## src/rtl/sp_pkg.sv

```systemverilog
`timescale 1ns/1ps
// Package: shared types of the balanced polarity splitter.
package sp_pkg;
    // Output line format selected per frame.
    typedef enum logic {
        MODE_PAIRED = 1'b0,
        MODE_DUAL   = 1'b1
    } out_mode_e;
endpackage

```

## src/rtl/sp_rx.sv

```systemverilog
`timescale 1ns/1ps
// Module: sp_rx
// Recovers one W-bit sample per I2S half-frame. Tracks the bit position
// within the half-frame and marks the start of each frame.
// Assumes: half-frames of HALF bit clocks, data sampled on the rising edge,
// MSB one bit after the word-select edge, and HALF > W.
module sp_rx #(
    parameter int W    = 16,
    parameter int HALF = 32
) (
    input  logic                    clk,
    input  logic                    rst_n,
    input  logic                    ws_in,
    input  logic                    sd_in,
    output logic                    frame_start,
    output logic [$clog2(HALF)-1:0] pos_now,
    output logic                    half_now,
    output logic [W-1:0]            cap_l,
    output logic [W-1:0]            cap_r,
    output logic                    got_both,
    output logic                    min_flag
);
    localparam int CW = $clog2(HALF);
    localparam logic [W-1:0] MOST_NEG = {1'b1, {(W-1){1'b0}}};

    logic          ws_prev;
    logic          synced;
    logic [CW-1:0] cnt;
    logic [W-2:0]  shreg;
    logic          got_l, got_r;
    logic          ws_chg, sync_now, take;
    logic [W-1:0]  word_now;

    // Decode the current bit position and the capture strobe.
    always_comb begin
        ws_chg      = (ws_in != ws_prev);
        sync_now    = synced | ws_chg;
        pos_now     = ws_chg ? '0 : cnt + 1'b1;
        half_now    = ws_in;
        word_now    = {shreg, sd_in};
        take        = sync_now && (pos_now == CW'(W));
        frame_start = sync_now && ws_chg && !ws_in;
        got_both    = got_l & got_r;
    end

    // Shift, count and latch completed samples.
    always_ff @(posedge clk) begin
        if (!rst_n) begin
            ws_prev  <= 1'b1;
            synced   <= 1'b0;
            cnt      <= '0;
            shreg    <= '0;
            cap_l    <= '0;
            cap_r    <= '0;
            got_l    <= 1'b0;
            got_r    <= 1'b0;
            min_flag <= 1'b0;
        end else begin
            ws_prev  <= ws_in;
            synced   <= sync_now;
            cnt      <= pos_now;
            shreg    <= word_now[W-2:0];
            min_flag <= take && (word_now == MOST_NEG);
            if (take) begin
                if (ws_in) begin
                    cap_r <= word_now;
                    got_r <= 1'b1;
                end else begin
                    cap_l <= word_now;
                    got_l <= 1'b1;
                end
            end
        end
    end
endmodule

```

## src/rtl/sp_hold.sv

```systemverilog
`timescale 1ns/1ps
// Module: sp_hold
// Holds the sample pair and the output mode for one output frame. The
// values are reloaded at each frame start. A bypass makes the newly loaded
// values visible on the loading cycle itself, so the first bit of a frame
// already uses them.
// Assumes: frame_start is a single-cycle strobe from sp_rx.
module sp_hold
    import sp_pkg::*;
#(
    parameter int W = 16
) (
    input  logic       clk,
    input  logic       rst_n,
    input  logic       frame_start,
    input  logic       got_both,
    input  logic [W-1:0] cap_l,
    input  logic [W-1:0] cap_r,
    input  out_mode_e  mode_in,
    output logic [W-1:0] src_l,
    output logic [W-1:0] src_r,
    output logic       valid_now,
    output out_mode_e  mode_now
);
    logic [W-1:0] hold_l, hold_r;
    logic         valid_q;
    out_mode_e    mode_q;
    logic         load;

    // Choose between the held values and the ones being loaded now.
    always_comb begin
        load      = frame_start && got_both;
        src_l     = load ? cap_l : hold_l;
        src_r     = load ? cap_r : hold_r;
        valid_now = valid_q | load;
        mode_now  = frame_start ? mode_in : mode_q;
    end

    // Register the pair, the valid flag and the mode at frame start.
    always_ff @(posedge clk) begin
        if (!rst_n) begin
            hold_l  <= '0;
            hold_r  <= '0;
            valid_q <= 1'b0;
            mode_q  <= MODE_PAIRED;
        end else begin
            if (frame_start) begin
                mode_q <= mode_in;
            end
            if (load) begin
                hold_l  <= cap_l;
                hold_r  <= cap_r;
                valid_q <= 1'b1;
            end
        end
    end
endmodule

```

## src/rtl/sp_tx.sv

```systemverilog
`timescale 1ns/1ps
// Module: sp_tx
// Serialiser for the two channels. It selects the output bit for the
// current position from the true word and from its two's-complement
// negation. Outputs are registered.
// Assumes: pos is the position of the input bit sampled on this edge.
// Channel 0 is left and channel 1 is right.
module sp_tx
    import sp_pkg::*;
#(
    parameter int W    = 16,
    parameter int HALF = 32
) (
    input  logic                      clk,
    input  logic                      rst_n,
    input  logic [1:0][W-1:0]         src,
    input  logic [$clog2(HALF)-1:0]   pos,
    input  logic                      half,
    input  out_mode_e                 mode_now,
    input  logic                      valid_now,
    output logic [1:0]                p_out,
    output logic [1:0]                n_out
);
    localparam int CW = $clog2(HALF);
    localparam int IW = $clog2(W);

    for (genvar ch = 0; ch < 2; ch++) begin : g_chan
        logic [W-1:0]  tru, ng;
        logic [IW-1:0] idx;
        logic          p_d, n_d;

        // Pick the bit for this position, format and slot.
        always_comb begin
            tru = src[ch];
            ng  = ~tru + {{(W-1){1'b0}}, 1'b1};
            idx = '0;
            p_d = 1'b0;
            n_d = 1'b0;
            if (valid_now) begin
                if (mode_now == MODE_PAIRED) begin
                    if (pos >= CW'(1) && pos <= CW'(W)) begin
                        idx = IW'(W - int'(pos));
                        p_d = half ? ng[idx] : tru[idx];
                    end
                end else if (pos < CW'(W)) begin
                    idx = IW'(W - 1 - int'(pos));
                    p_d = tru[idx];
                    n_d = ng[idx];
                end
            end
        end

        // Register the line outputs.
        always_ff @(posedge clk) begin
            if (!rst_n) begin
                p_out[ch] <= 1'b0;
                n_out[ch] <= 1'b0;
            end else begin
                p_out[ch] <= p_d;
                n_out[ch] <= n_d;
            end
        end
    end
endmodule

```

## src/rtl/i2s_balance_splitter.sv

```systemverilog
`timescale 1ns/1ps
// Module: i2s_balance_splitter
// Top level. Turns a left/right I2S stream into per-channel true/negated
// word pairs for balanced DAC operation.
// Assumes: clk is the incoming bit clock, and the stream has HALF-bit
// half-frames carrying W-bit samples.
module i2s_balance_splitter
    import sp_pkg::*;
#(
    parameter int W    = 16,
    parameter int HALF = 32
) (
    input  logic clk,
    input  logic rst_n,
    input  logic ws_in,
    input  logic sd_in,
    input  logic mode_in,
    output logic ws_out,
    output logic l_pos,
    output logic l_neg,
    output logic r_pos,
    output logic r_neg,
    output logic min_flag
);
    localparam int CW = $clog2(HALF);

    logic              frame_start;
    logic [CW-1:0]     pos_now;
    logic              half_now;
    logic [W-1:0]      cap_l, cap_r;
    logic              got_both;
    logic [W-1:0]      src_l, src_r;
    logic              valid_now_w;
    out_mode_e         mode_now_w;
    logic [1:0]        p_out, n_out;

    sp_rx #(.W(W), .HALF(HALF)) u_rx (
        .clk        (clk),
        .rst_n      (rst_n),
        .ws_in      (ws_in),
        .sd_in      (sd_in),
        .frame_start(frame_start),
        .pos_now    (pos_now),
        .half_now   (half_now),
        .cap_l      (cap_l),
        .cap_r      (cap_r),
        .got_both   (got_both),
        .min_flag   (min_flag)
    );

    sp_hold #(.W(W)) u_hold (
        .clk        (clk),
        .rst_n      (rst_n),
        .frame_start(frame_start),
        .got_both   (got_both),
        .cap_l      (cap_l),
        .cap_r      (cap_r),
        .mode_in    (out_mode_e'(mode_in)),
        .src_l      (src_l),
        .src_r      (src_r),
        .valid_now  (valid_now_w),
        .mode_now   (mode_now_w)
    );

    sp_tx #(.W(W), .HALF(HALF)) u_tx (
        .clk      (clk),
        .rst_n    (rst_n),
        .src      ({src_r, src_l}),
        .pos      (pos_now),
        .half     (half_now),
        .mode_now (mode_now_w),
        .valid_now(valid_now_w),
        .p_out    (p_out),
        .n_out    (n_out)
    );

    // Delay word select by one bit clock to match the registered data.
    always_ff @(posedge clk) begin
        if (!rst_n) begin
            ws_out <= 1'b0;
        end else begin
            ws_out <= ws_in;
        end
    end

    assign l_pos = p_out[0];
    assign r_pos = p_out[1];
    assign l_neg = n_out[0];
    assign r_neg = n_out[1];
endmodule

```

## config.mk

```make
export PLATFORM = sky130hd
export DESIGN_NAME = i2s_balance_splitter
export DESIGN_NICKNAME = d
export VERILOG_FILES = /design/src/rtl/sp_pkg.sv /design/src/rtl/sp_rx.sv /design/src/rtl/sp_hold.sv /design/src/rtl/sp_tx.sv /design/src/rtl/i2s_balance_splitter.sv
export SDC_FILE = /design/constraint.sdc
export NUM_CORES = 1
export LEC_CHECK = 0
export ABC_AREA = 1
export ABC_CLOCK_PERIOD_IN_PS = 4650
export CORE_MARGIN = 10
export CORE_UTILIZATION = 60
export CTS_BUF_LIST = sky130_fd_sc_hd__clkbuf_4 sky130_fd_sc_hd__clkbuf_8
export DETAILED_ROUTE_END_ITERATION = 8
export PLACE_DENSITY = 0.78
export SLEW_MARGIN = 20
export SYNTH_ARGS = -nofsm -noshare
export SYNTH_HDL_FRONTEND = slang
export SYNTH_SLANG_ARGS = --single-unit
```

## constraint.sdc

```tcl
create_clock -name clk -period 4.65 [get_ports clk]
set_clock_uncertainty 0.15 [all_clocks]
set_input_delay 0.93 -clock clk [delete_from_list [all_inputs] [get_ports clk]]
set_output_delay 0.93 -clock clk [all_outputs]
set_load 0.03 [all_outputs]
```

After elaboration in Yosys (flattened, before gate mapping)
Cells that the tools add are included.
- add/subtract/negate cells: 5
- multiplexer cells: 28
- reduce and logical (&&, ||, !) cells: 11
- magnitude comparators: 5
- equal/unequal tests: 3
- bitwise logic cells: 6
- operator list (cell ; count):
    adder 16 x 1 -> 16 bit, second input constant ; 2
    binary-select mux 1 bit (select 4 bit) ; 8
    two-way mux 16 bit ; 2
    NOT 16 bit ; 2
    two-way mux 1 bit ; 17
    == test 16 bit, second input constant ; 1
    < comparator 4 x 5 -> 1 bit, second input constant ; 2
    logical AND 1 bit ; 6
    AND reduction 2 bit ; 3
    adder 5 x 1 -> 5 bit, second input constant ; 1
    == test 5 bit, second input constant ; 1
    >= comparator 5 x 1 -> 1 bit, second input constant ; 1
    less-or-equal comparator 5 bit, second input constant ; 1
    < comparator 5 bit, second input constant ; 1
    two-way mux 5 bit ; 1
    AND reduction 4 bit ; 1
    subtractor 1 x 4 -> 4 bit, first input constant ; 1
    subtractor 4 bit, first input constant ; 1
    bitwise OR 1 bit ; 2
    bitwise AND 1 bit ; 1
    logical NOT 1 bit ; 1
    inequality test 1 bit ; 1
    NOT 1 bit ; 1
- output and inout port bits: 6
- register bits: 96
- logic and storage cells: 76
- bits of input ports: 5

Logic depth before layout (Yosys ltp)
- depth in word-level cells: 13
- depth in mapped cells: 20
- mapped depth without buffers: 19

By module
From an unflattened synthesis, not the netlist that was laid out.
- cells, all modules: 1033
- area total of the unflattened synthesis: 6372.4 um^2
- modules (own cells, without submodules) (module ; times used ; cells an instance ; area an instance (um^2) ; sequential area each (um^2)):
    sp_rx ; 1 ; 309 ; 2317.2 ; 1141.1
    sp_tx ; 1 ; 439 ; 2218.4 ; 80.1
    sp_hold ; 1 ; 282 ; 1809.2 ; 680.7
    i2s_balance_splitter ; 1 ; 3 ; 27.5 ; 20.0

Worst setup path after synthesis
OpenSTA, ideal clock, no wires.
- path type: input port to flip-flop
- start point: in ws_in
- end point: reg u_tx.p_out[1]
- library setup time: 0.134 ns
- path slack: 0.737 ns
- arrival time: 3.629 ns
- buffers on the path: 4
- stages on the path: 18
- required time: 4.366 ns
- cells stage by stage: inv_1 ha_1 inv_1 nor2_1 inv_2 clkbuf_1 buf_1 ha_1 clkbuf_1 inv_1 clkbuf_1 o21ai_0 o221ai_1 nand3_1 nand2_1 a21oi_1 nand2_1 a21oi_1
- word-level cells in the longest chain between the ends: 13
- elaborated cells between the ends (all ways): 29
- those cells by class: 3 x add/sub; 3 x order compare; 1 x eq/ne; 13 x mux; 3 x bitwise; 6 x reduce/logical
- RTL lines (what ; line ; text):
    start: declaration ; i2s_balance_splitter.sv:15 ; input logic ws_in,
    inequality test 1 bit ; sp_rx.sv:36 ; ws_chg = (ws_in != ws_prev);
    bitwise OR 1 bit ; sp_rx.sv:37 ; sync_now = synced | ws_chg;
    logical AND 1 bit (2 in series) ; sp_rx.sv:42 ; frame_start = sync_now && ws_chg && !ws_in;
    logical AND 1 bit ; sp_hold.sv:32 ; load = frame_start && got_both;
    two-way mux 16 bit ; sp_hold.sv:34 ; src_r = load ? cap_r : hold_r;
    NOT 16 bit ; sp_tx.sv:35 ; ng = ~tru + {{(W-1){1'b0}}, 1'b1};
    adder 16 x 1 -> 16 bit ; sp_tx.sv:35 ;
    binary-select mux 1 bit (select 4 bit) ; sp_tx.sv:43 ; p_d = half ? ng[idx] : tru[idx];
    two-way mux 1 bit (implied by the code) ; sp_tx.sv:43 ;
    two-way mux 1 bit ; sp_tx.sv:43 ;
    two-way mux 1 bit ; sp_tx.sv:41 ; if (pos >= CW'(1) && pos <= CW'(W)) begin
    two-way mux 1 bit ; sp_tx.sv:40 ; if (mode_now == MODE_PAIRED) begin
    end signal: indexed assignment ; sp_tx.sv:59 ; p_out[ch] <= p_d;
    end: declaration ; sp_tx.sv:21 ; output logic [1:0] p_out,
Parallel ways exist; a longest one is shown, timed or not. The select of a mux whose other input is x is not followed.
A chain may end at the register's enable or synchronous reset.

Final worst setup path
Same ends and word-level chain as after synthesis.

==> results.txt <==
Critical path's top delay family: buffers and inverters. The run gives 0 as the antenna diode instance count. In this run, placement finished with an instance count of 956.

The clock reaches the later pin of the worst-skew pair after 370 ps. Number of synthesized register bits: 96. In this run the mean area of a mapped cell was 6.318 sq um.

The part of the cycle the worst path needs is 86.24%. The area after detailed placement is 5627 sq um. After detailed routing, the average wire length per cell comes to 16.41 microns. The number of standard-cell rows in the floorplan came out at 34.

On the worst path, the slowest cell contributes a delay of 560 ps. TritonCTS built the clock tree. The via count of the first global-routing pass was 5,399. In the final timing run, aggregate negative setup slack is 0 ps.

The logs give 24.80% for the global routing usage summed across all routing layers and 35.21% for the fraction of the yosys area taken by sequential cells. STA puts the critical path data required time at 4790 ps. Before antenna repair, the detailed router went through 5 iterations. The least setup slack across all paths after layout is 639.7 ps, and the final global-route overflow total is 0. The congestion estimate from routability-driven global placement came to 0.9789. Yosys mapped a number of flops with a built-in enable equal to 0.

The routed layout has 5,701 vias. The tools report the number of warning messages in the yosys log as 0. The master cell of the clock root buffer is sky130_fd_sc_hd__clkbuf_8. For the pin with the worst max-slew slack, the measured transition is 776.4 ps. The run gives 0 as the post-cts sizing count.

After the last flow step, the layout net total stands at 868. Relative area change from synthesis to final layout: 6.830%. The critical path is of the input pin to flop type. The post-synthesis net count came out at 873. The floorplan step set the die height to 115.4 microns. Summing internal, switching and leakage power gives 1.650 mW.

Across all hold checks on the routed design, the worst slack comes to 283.9 ps. Summing all non-filler instances in the final layout gives an area of 5832 sq um. The tools report the area of the die as 13,310 sq um. The run gives 0 as the number of max-slew violations in the final report.

The tools report the data arrival at the endpoint of the critical path as 4150 ps. The number of H-tree branching levels came out at 3. The most frequent cell on the critical path is sky130_fd_sc_hd__inv_1.

Dividing total power by cell area gives a power density of 282.8 nW/um^2. The detail-routed via count per cell works out to 5.865. The number of buffers inserted by port buffering was 10; the gate count of the mapped netlist was 864. VDD sags by at most 0.0002310 V. The worst setup path is captured at a flop.

Counting both buffers and inverters, the worst setup path holds a total of 5. Setup repair after global routing left no endpoint under its margin. Once detail routing completed, the nets flagged for antenna violations numbered 0.

After detailed routing, the number of remaining DRC violations is 0. The post-synthesis instance area is 5459 sq um. Clock tree synthesis found a total of 96 sinks. Number of failing hold endpoints at the final stage: 0. The core region is 8806 sq um.

The initial antenna violation count was 0. Share of layout cells above drive strength 1: 6.597%. Fraction of the mapped netlist area in adder cells: 0.9168%.

The x dimension of the die is 115.4 microns. Among all stages on the critical path, the largest delay is contributed by sky130_fd_sc_hd__xor2_1. In the synthesized netlist the async set-or-reset flop fraction comes to 0%.

Summing the areas of all xor and xnor instances in the mapped netlist gives 0.8022% of the synthesized area. Combinational family with the most area after synthesis: simple AND/OR/NAND/NOR gates. The finished layout holds 972 standard cells, fillers aside. The run finished with clean final reports. After synthesis, the netlist uses 37 different library cells. The wire length after detailed routing was 15.95 mm; the compound-cell area share of the yosys netlist was 18.27%. Once the floorplan was initialized, standard cells occupied 61.99% of the core. Along the worst path, the maximum fanout reaches 21.

At the placement stage, the worst setup path has a slack of 350.6 ps. Walking the worst path, the cells encountered are clkdlybuf4s50_1, inv_1, ha_1, inv_1, nor2_2, buf_4, nor3_1, xor2_1, inv_1, nand3_1, nand2_1, a21oi_1, nand2_1, a21oi_1. The tool flagged a number of max-cap violations equal to 0. Static leakage: 2.754 nW. At the end of the flow the core is filled with cells to 66.23%.

The clock passes through at most 2 buffers. The final critical-path required period was 4010 ps. For the highest achievable clock rate, the log shows 0.2494 GHz.

The most used flip-flop cell after synthesis was sky130_fd_sc_hd__dfxtp_1. For the count of buffers added by post-CTS timing repair for setup, the log shows 0. The sort of element at the start of the critical path is an input pin.

Worst min-delay path category: flop to flop. For this design the top-level I/O count stands at 11. In this run, CTS created clock tree buffers numbering 9. The first global-routing pass estimated 26.53 mm of wire. The synthesized netlist devotes 33.97% of its cell area to simple gates. In this run, post-CTS hold repair placed 0 buffers. In this run the tightest slew margin relative to its limit is 47.69%. For this block, the initial DRC count from the detailed router was 689. Pin count of the biggest net entering global routing: 69.

Of the post-synthesis cell area, the part taken by muxes is 0%. Setup violations remaining at the end of the flow were counted as 0. Clock-pin slew was measured on the worst setup and hold paths at 110 ps. Detailed placement ended at an HPWL of 11.55 mm.
[worst min-delay path, delay by kind of cell, from the launching register on]
family,cells,cell delay [ps]
buf+inv,1,30
simple gates,1,50
flops,1,330
[cells in the mapped netlist (4+ instances only)]
cell type / number / share of area (%)
sky130_fd_sc_hd__o221ai_1: 8 / 1.3
sky130_fd_sc_hd__clkbuf_1: 31 / 2.1
sky130_fd_sc_hd__nor2_2: 4 / 0.46
sky130_fd_sc_hd__o211ai_1: 6 / 0.83
sky130_fd_sc_hd__o311ai_0: 4 / 0.64
sky130_fd_sc_hd__buf_2: 8 / 0.73
sky130_fd_sc_hd__nand3_1: 81 / 7.4
sky130_fd_sc_hd__o21ai_2: 4 / 0.64
sky130_fd_sc_hd__nand4_1: 22 / 2.5
sky130_fd_sc_hd__dfxtp_1: 96 / 35
sky130_fd_sc_hd__a21oi_1: 55 / 5.0
sky130_fd_sc_hd__buf_6: 4 / 0.83
sky130_fd_sc_hd__o21ai_0: 74 / 6.8
sky130_fd_sc_hd__o21ai_1: 20 / 1.8
sky130_fd_sc_hd__inv_2: 5 / 0.34
sky130_fd_sc_hd__inv_1: 95 / 6.5
sky130_fd_sc_hd__ha_1: 4 / 0.92
sky130_fd_sc_hd__nor2_1: 117 / 8.0
sky130_fd_sc_hd__nand2_1: 196 / 13
[kinds of logic after synthesis]
group           after synthesis
xor+xnor                      5
buf+inv                     147
fa+ha+maj                     4
compound gates              179
flops                        96
simple gates                433
[per-layer routing]
layer	routed length (microns)	GRT usage, %	vias to the layer above
met1	6642	31.64	2577
met3	1202	2.865	56
met2	7411	40.69	248
met5	0	0	-
li1	-	-	2820
met4	694	12.25	0
[state kept, by name, summed over array words and instances (netlist names), 2 cells and up]
| register | count |
|---|---|
| u_rx.cap_r | 16 |
| u_hold.hold_l | 16 |
| u_tx.n_out | 2 |
| u_tx.p_out | 2 |
| u_rx.shreg | 15 |
| u_rx.cnt | 5 |
| u_rx.cap_l | 16 |
| u_hold.hold_r | 16 |
[area by class of cell]
type / count / area, sq um
clock buffers: 9 / 123.9
fillers: 823 / 2974
repair buffers: 28 / 235.2
flip-flops and latches: 96 / 1922
well taps: 108 / 135.1
multi-input cells: 621 / 2948
clock inverters: 7 / 81.33
inverters: 103 / 386.6
[power breakdown]
group          switching (mW)  internal, mW  total, mW
sequential            0.00504         0.827      0.832
combinational           0.182        0.0787      0.261
clock                   0.341         0.216      0.557
[cell usage in the layout, fill, tap and decap left out, drive strengths merged]
cell,count
a21oi,55
o311ai,4
inv,104
nor2,122
a22oi,1
xnor2,2
a31oi,3
nand4,22
nor3,4
nor4,2
dfxtp,96
or2,2
a32oi,1
clkdlybuf4s50,10
o21ai,99
o21bai,1
ha,4
clkinv,6
o221ai,8
clkbuf,9
buf,18
nand2,197
o211ai,6
nand3,84
xor2,3
a21o,1
[path summary, 6_finish.rpt]
check | from | to | slack [ps] | cells past startpoint
setup / recovery | ws_in | u_tx.p_out[1] | 640 | 14
hold / removal | u_rx.shreg[12] | u_rx.shreg[13] | 280 | 2
setup reg to reg | u_rx.cnt[0] | u_tx.p_out[1] | 1460 | 11
hold reg to reg | u_rx.shreg[12] | u_rx.shreg[13] | 280 | 2
Power figures use the tool's default switching activity.
